File: config.mk
export PLATFORM = sky130hd
export DESIGN_NAME = chanatt_ctrl
export DESIGN_NICKNAME = d
export VERILOG_FILES = /design/src/rtl/chanatt_pkg.sv /design/src/rtl/chanatt_ctl.sv /design/src/rtl/chanatt_dp.sv /design/src/rtl/chanatt_ctrl.sv
export SDC_FILE = /design/constraint.sdc
export NUM_CORES = 1
export LEC_CHECK = 0
export BUFFER_PORTS_ARGS = -buffer_cell sky130_fd_sc_hd__buf_4
export CORE_MARGIN = 10
export CORE_UTILIZATION = 48
export DETAILED_ROUTE_END_ITERATION = 16
export PLACE_DENSITY = 0.8
export SETUP_SLACK_MARGIN = 0.5
export SLEW_MARGIN = 5
export SYNTH_ARGS = -nofsm -noshare
export SYNTH_HDL_FRONTEND = slang
export SYNTH_SLANG_ARGS = --single-unit
File: constraint.sdc
create_clock -name clk -period 2.8 [get_ports clk]
set_input_delay 0.42 -clock clk [delete_from_list [all_inputs] [get_ports clk]]
set_output_delay 0.42 -clock clk [all_outputs]
set_load 0.05 [all_outputs]
File: src/rtl/chanatt_pkg.sv
package chanatt_pkg;
  localparam logic [2:0] CU_IDLE   = 3'd0;
  localparam logic [2:0] CU_SUSP   = 3'd1;
  localparam logic [2:0] CU_ACTIVE = 3'd2;
  localparam logic [2:0] RU_IDLE   = 3'd0;
  localparam logic [2:0] RU_SUSP   = 3'd1;
  localparam logic [2:0] RU_READY  = 3'd4;

  // event vector index: [3]=bit15 ... [0]=bit12
  localparam int EV_CX  = 3;
  localparam int EV_FR  = 2;
  localparam int EV_CNA = 1;
  localparam int EV_RNR = 0;

  typedef struct packed {
    logic decode;   // command word is being decoded this cycle
    logic publish;  // status word is being written this cycle
  } ctlStrobe_t;
endpackage

File: src/rtl/chanatt_ctl.sv
module chanatt_ctl
  import chanatt_pkg::*;
#(
  parameter int CNT_W = 4
) (
  input  logic       clk,
  input  logic       rstN,
  input  logic       caPulse,
  output ctlStrobe_t strb
);
  localparam logic [CNT_W-1:0] CNT_MAX = {CNT_W{1'b1}};

  typedef enum logic [1:0] {ST_IDLE, ST_DECODE, ST_PUBLISH} ctlState_e;

  ctlState_e        state, stateNext;
  logic [CNT_W-1:0] caCnt, caCntNext;
  logic             takeOne;

  always_comb begin
    takeOne   = (state == ST_IDLE) && (caCnt != '0);
    stateNext = state;
    unique case (state)
      ST_IDLE:    if (takeOne) stateNext = ST_DECODE;
      ST_DECODE:  stateNext = ST_PUBLISH;
      ST_PUBLISH: stateNext = ST_IDLE;
      default:    stateNext = ST_IDLE;
    endcase
  end

  always_comb begin
    caCntNext = caCnt;
    if (caPulse && !takeOne && caCnt != CNT_MAX) caCntNext = caCnt + 1'b1;
    else if (!caPulse && takeOne)                caCntNext = caCnt - 1'b1;
  end

  always_ff @(posedge clk or negedge rstN) begin
    if (!rstN) begin
      state <= ST_IDLE;
      caCnt <= '0;
    end else begin
      state <= stateNext;
      caCnt <= caCntNext;
    end
  end

  assign strb.decode  = (state == ST_DECODE);
  assign strb.publish = (state == ST_PUBLISH);
endmodule

File: src/rtl/chanatt_dp.sv
module chanatt_dp
  import chanatt_pkg::*;
#(
  parameter int PTR_W = 32
) (
  input  logic             clk,
  input  logic             rstN,
  input  ctlStrobe_t       strb,
  input  logic [15:0]      cmdWord,
  input  logic [PTR_W-1:0] listHead,
  input  logic             cxEvent,
  input  logic             frEvent,
  input  logic             irqClr,
  input  logic             ptrRelease,
  output logic [15:0]      statusWord,
  output logic [PTR_W-1:0] cmdPtr,
  output logic             startReq,
  output logic             softRst,
  output logic             errPulse,
  output logic             irq
);
  localparam logic [PTR_W-1:0] PTR_NULL = {PTR_W{1'b1}};

  logic [2:0]       cuSt, cuNext, ruSt, ruNext;
  logic [3:0]       evt, evtNext;
  logic [PTR_W-1:0] ptr, ptrNext;
  logic             irqQ, irqNext, errQ, errNext, rstQ, rstNext;
  logic [2:0]       cuCode, ruCode;

  assign cuCode = cmdWord[10:8];
  assign ruCode = cmdWord[6:4];

  always_comb begin
    cuNext  = cuSt;
    ruNext  = ruSt;
    evtNext = evt;
    ptrNext = ptr;
    irqNext = irqQ;
    errNext = 1'b0;
    rstNext = 1'b0;
    if (strb.decode) begin
      evtNext = evt & ~cmdWord[15:12];
      unique case (cuCode)
        3'd0: ;
        3'd1: cuNext = CU_ACTIVE;
        3'd4: begin cuNext = CU_SUSP; evtNext[EV_CNA] = 1'b1; end
        default: errNext = 1'b1;
      endcase
      unique case (ruCode)
        3'd0: ;
        3'd1, 3'd2: ruNext = RU_IDLE;
        3'd3, 3'd4: begin ruNext = RU_SUSP; evtNext[EV_RNR] = 1'b1; end
        default: errNext = 1'b1;
      endcase
    end else if (ptrRelease) begin
      ptrNext = PTR_NULL;
    end
    evtNext[EV_CX] = evtNext[EV_CX] | cxEvent;
    evtNext[EV_FR] = evtNext[EV_FR] | frEvent;
    if (cxEvent || frEvent) irqNext = 1'b1;
    else if (irqClr)        irqNext = 1'b0;
    if (strb.decode && cmdWord[7]) begin
      cuNext  = CU_IDLE;
      ruNext  = RU_SUSP;
      evtNext = '0;
      ptrNext = PTR_NULL;
      irqNext = 1'b0;
      rstNext = 1'b1;
    end
    if (strb.decode && cuNext != CU_SUSP && ptrNext == PTR_NULL)
      ptrNext = listHead;
  end

  always_ff @(posedge clk or negedge rstN) begin
    if (!rstN) begin
      cuSt <= CU_IDLE;
      ruSt <= RU_SUSP;
      evt  <= '0;
      ptr  <= PTR_NULL;
      irqQ <= 1'b0;
      errQ <= 1'b0;
      rstQ <= 1'b0;
    end else begin
      cuSt <= cuNext;
      ruSt <= ruNext;
      evt  <= evtNext;
      ptr  <= ptrNext;
      irqQ <= irqNext;
      errQ <= errNext;
      rstQ <= rstNext;
    end
  end

  assign statusWord = {evt, 1'b0, cuSt, 1'b0, ruSt, 4'b0000};
  assign cmdPtr     = ptr;
  assign startReq   = strb.publish && (cuSt == CU_ACTIVE) && (ptr != PTR_NULL);
  assign softRst    = rstQ;
  assign errPulse   = errQ;
  assign irq        = irqQ;
endmodule

File: src/rtl/chanatt_ctrl.sv
module chanatt_ctrl
  import chanatt_pkg::*;
#(
  parameter int PTR_W = 32,
  parameter int CNT_W = 4
) (
  input  logic             clk,
  input  logic             rstN,
  input  logic             caPulse,
  input  logic [15:0]      cmdWord,
  input  logic [PTR_W-1:0] listHead,
  input  logic             cxEvent,
  input  logic             frEvent,
  input  logic             irqClr,
  input  logic             ptrRelease,
  output logic             cmdClrWe,
  output logic             statusWe,
  output logic [15:0]      statusWord,
  output logic [PTR_W-1:0] cmdPtr,
  output logic             startReq,
  output logic             softRst,
  output logic             errPulse,
  output logic             irq
);
  ctlStrobe_t strb;

  chanatt_ctl #(.CNT_W(CNT_W)) u_ctl (
    .clk(clk), .rstN(rstN), .caPulse(caPulse), .strb(strb)
  );

  chanatt_dp #(.PTR_W(PTR_W)) u_dp (
    .clk(clk), .rstN(rstN), .strb(strb), .cmdWord(cmdWord),
    .listHead(listHead), .cxEvent(cxEvent), .frEvent(frEvent),
    .irqClr(irqClr), .ptrRelease(ptrRelease), .statusWord(statusWord),
    .cmdPtr(cmdPtr), .startReq(startReq), .softRst(softRst),
    .errPulse(errPulse), .irq(irq)
  );

  assign cmdClrWe = strb.decode;
  assign statusWe = strb.publish;
endmodule

==> results.toml <==
[synthesis]
async_flop_share_pct = 100
yosys.cell_types.count = 49
syn_inst = 217
netlist_area_mm2 = 0.00255
ys_seq_area_share_pct = 49.7
synth_edf_count = 0
avgSynthCellArea_um2 = 11.7
synth_seq_cells = 49
synth_ff_type = "dfstp_2"
ys_warn_count = 0

[critical_path]
cpMaxStageDelayCell = "dfstp_2"
reg2reg_depth = 7
cp-end-kind = "output port"
r2r_slack_ns = 0.65
max_stage_delay_ns = 0.55
crit_required_ns = 2.38
rr_startpoint = "u_ctl.caCnt[1]"
worstSetupPathType = "flip-flop to output port"
critPathMaxFanout = 3
startpoint_type = "flip-flop"
worst_r2r_endpoint = "u_ctl.caCnt[3]"
crit_chain = "nand4_1 > nor4_4 > nand2_1 > and3_4 > buf_6"
cp_top_family = "simple AND/OR/NAND/NOR gates"
path_buf_inv = 1
arrival_ns = 1.76

[detailed_routing]
drt-initial-drc-count = 60
post-route-drc-count = 0
drt_pre_antenna_iters = 4
routed_wl_mm = 6.68
via_count = 2067
viasPerCell = 5.41
wl_per_cell_um = 17.5
drt.antenna.violating_nets = 0

[sta]
post-route-period-util_pct = 78.0
hold_viol = 0
rsz0062_at_grt = "true"
period_minus_slack_ns = 2.18
fmax_mhz = 458
finalMaxSlewViolations = 0
finalSetupViolations = 0
max_slew_margin_pct = 59.4
finalSetupTns_ns = 0
tightest_slew_ns = 0.610
skew_ns = 0.0113

[clock_tree]
cts_buffer_depth = 2
cts_sinks = 49
cts-root-buf = "clkbuf_8"
numCtsBuffers = 5
cts_tree = "yes"
clk_latency_ns = 0.30
clk_pin_slew_ns = 0.09
cts-htree-levels = 2

[die]
die_w_um = 92.9
io_pins = 109
die_h_um = 92.9
die-area_mm2 = 0.00862
rows = 26
fp.coreArea_mm2 = 0.00514
initial_core_util_pct = 49.6

[global_route]
grt_usage_pct = 15.1
grt_pass1_wl_mm = 10.9
antenna_found_initial = 0
overflow = 0
grt_pass1_vias = 2148
grt_max_degree = 50

[placement]
gp_congestion = 0.820
place_hpwl_mm = 4.94
placed_area_mm2 = 0.00325
portBuffers = 95
dpl.cell_count = 372

[final_layout]
final_area_mm2 = 0.00338
fin_cells = 382
antennaDiodeCount = 0
area_growth_pct = 32.8
drive_gt1_share_pct = 50.3
num-nets-final = 369

[power]
p_per_area_mw_per_mm2 = 1360
p_leak_nw = 1.42
power_mw = 4.61
ir_drop_mv = 0.773

[hold_path]
hold_class = "primary input to asynchronous set/reset pin"

[status]
status = "finished, final reports clean"

[job]
max_cap_viol_count = 0
## stage by stage
step	hold slack [ns]	utilization [%]	setup WS (ns)
CTS	0.147	65.2	0.525
global route	0.163	65.8	0.485
detailed placement	0.476	63.3	0.588
global placement	0.476	63.3	0.630
finish	0.147	65.8	0.616
floorplan	0.124	-	0.629
## worst max-delay path by stage
| stage | start | end | slack [ns] | depth (start not counted) |
|---|---|---|---|---|
| after floorplan | u_ctl.state[0] | startReq | 0.63 | 2 |
| after global placement | u_ctl.caCnt[0] | u_ctl.caCnt[3] | 0.63 | 7 |
| after detailed placement | u_ctl.caCnt[0] | u_ctl.caCnt[3] | 0.59 | 7 |
| after CTS | u_dp.cmdPtr[30] | startReq | 0.53 | 5 |
| after global routing | u_dp.cmdPtr[11] | startReq | 0.49 | 5 |
| final | u_dp.cmdPtr[11] | startReq | 0.62 | 5 |
## synthesized netlist by cell type (2+ instances only)
cell       n  area [um^2]
nand2_1    5         18.8
dfrtp_1   16          400
inv_1      2         7.51
buf_2      3         15.0
nor4_4     2         42.5
nand4_2    2         25.0
nor3_1     3         15.0
buf_6      3         33.8
dfstp_2   33          867
a21o_1     2         15.0
o22a_1    31          272
buf_4     11         82.6
o21ai_1    7         35.0
inv_2      4         15.0
mux2_4     2         30.0
ha_1       2         25.0
xor2_1     3         26.3
o21a_1    32          240
a21oi_1    7         35.0
o21ai_0    4         20.0
nand4_1    7         43.8
clkbuf_1   2         7.51
nor2_1     8         30.0
## registers in the layout (all words and copies together), names as in the netlist
name and count:
u_dp.irq 1, u_ctl.state 2, u_dp.errPulse 1, u_ctl.caCnt 4, u_dp.ruSt 1, u_dp.cmdPtr 32, u_dp.cuSt 3, u_dp.evt 4
u_dp.softRst 1
## cells in the final DEF (no fill, tap or decap), types with 6 or more instances in the layout
cell type and count:
a21oi_1 7, nand4_1 7, dfstp_2 33, o21a_1 32, nor2_1 8, o22a_1 31
dfrtp_1 16, clkbuf_8 6, o21ai_1 7, conb_1 8, buf_4 98
## report_power, final
group          switching, mW  leakage [nW]  internal (mW)
combinational           1.72         0.837           1.00
clock                  0.224        0.0455          0.202
sequential             0.299         0.541           1.16
## per-layer routing
layer	global-route usage, %	part of all wire, %
met3	7.18	9.8
met1	18.4	41
met4	2.31	0.34
met2	24.0	49
met5	0	0
## worst reg2reg max path: stages, from the launching register on
cell and delay [ns]:
dfrtp_1 0.47, nor4_4 0.39, o311ai_4 0.17, ha_1 0.32, a21o_1 0.17, a21oi_1 0.17
mux2i_1 0.23, xor2_1 0.15
## cell type report
cell class	count	area, um^2
Clock buffer	8	90.1
Fill cell	423	1760
Inverter	6	22.5
Multi-Input combinational cell	150	1170
Sequential cell	49	1270
Tap cell	70	87.6
Timing Repair Buffer	99	747
## logic make-up after synthesis
group | Yosys count | synth area share (%)
muxes | 3 | 1.57
other | 1 | 0.147
and+or+nand+nor | 39 | 11.2
AOI/OAI and AO/OA | 93 | 27.9
adders and majority gates | 3 | 1.77
DFF | 49 | 49.7
buffers and inverters | 25 | 6.33
xor gates and xnor gates | 4 | 1.37
## timing repair
item | 4_1_cts | 5_1_grt
setup endpoints to repair | 1 | 2
resized for setup | 0 | 4
setup buffers | 1 | 1
hold buffers | 0 | 0
pin swaps | 2 | 5
Note: power is estimated with default switching activity, not from simulation.
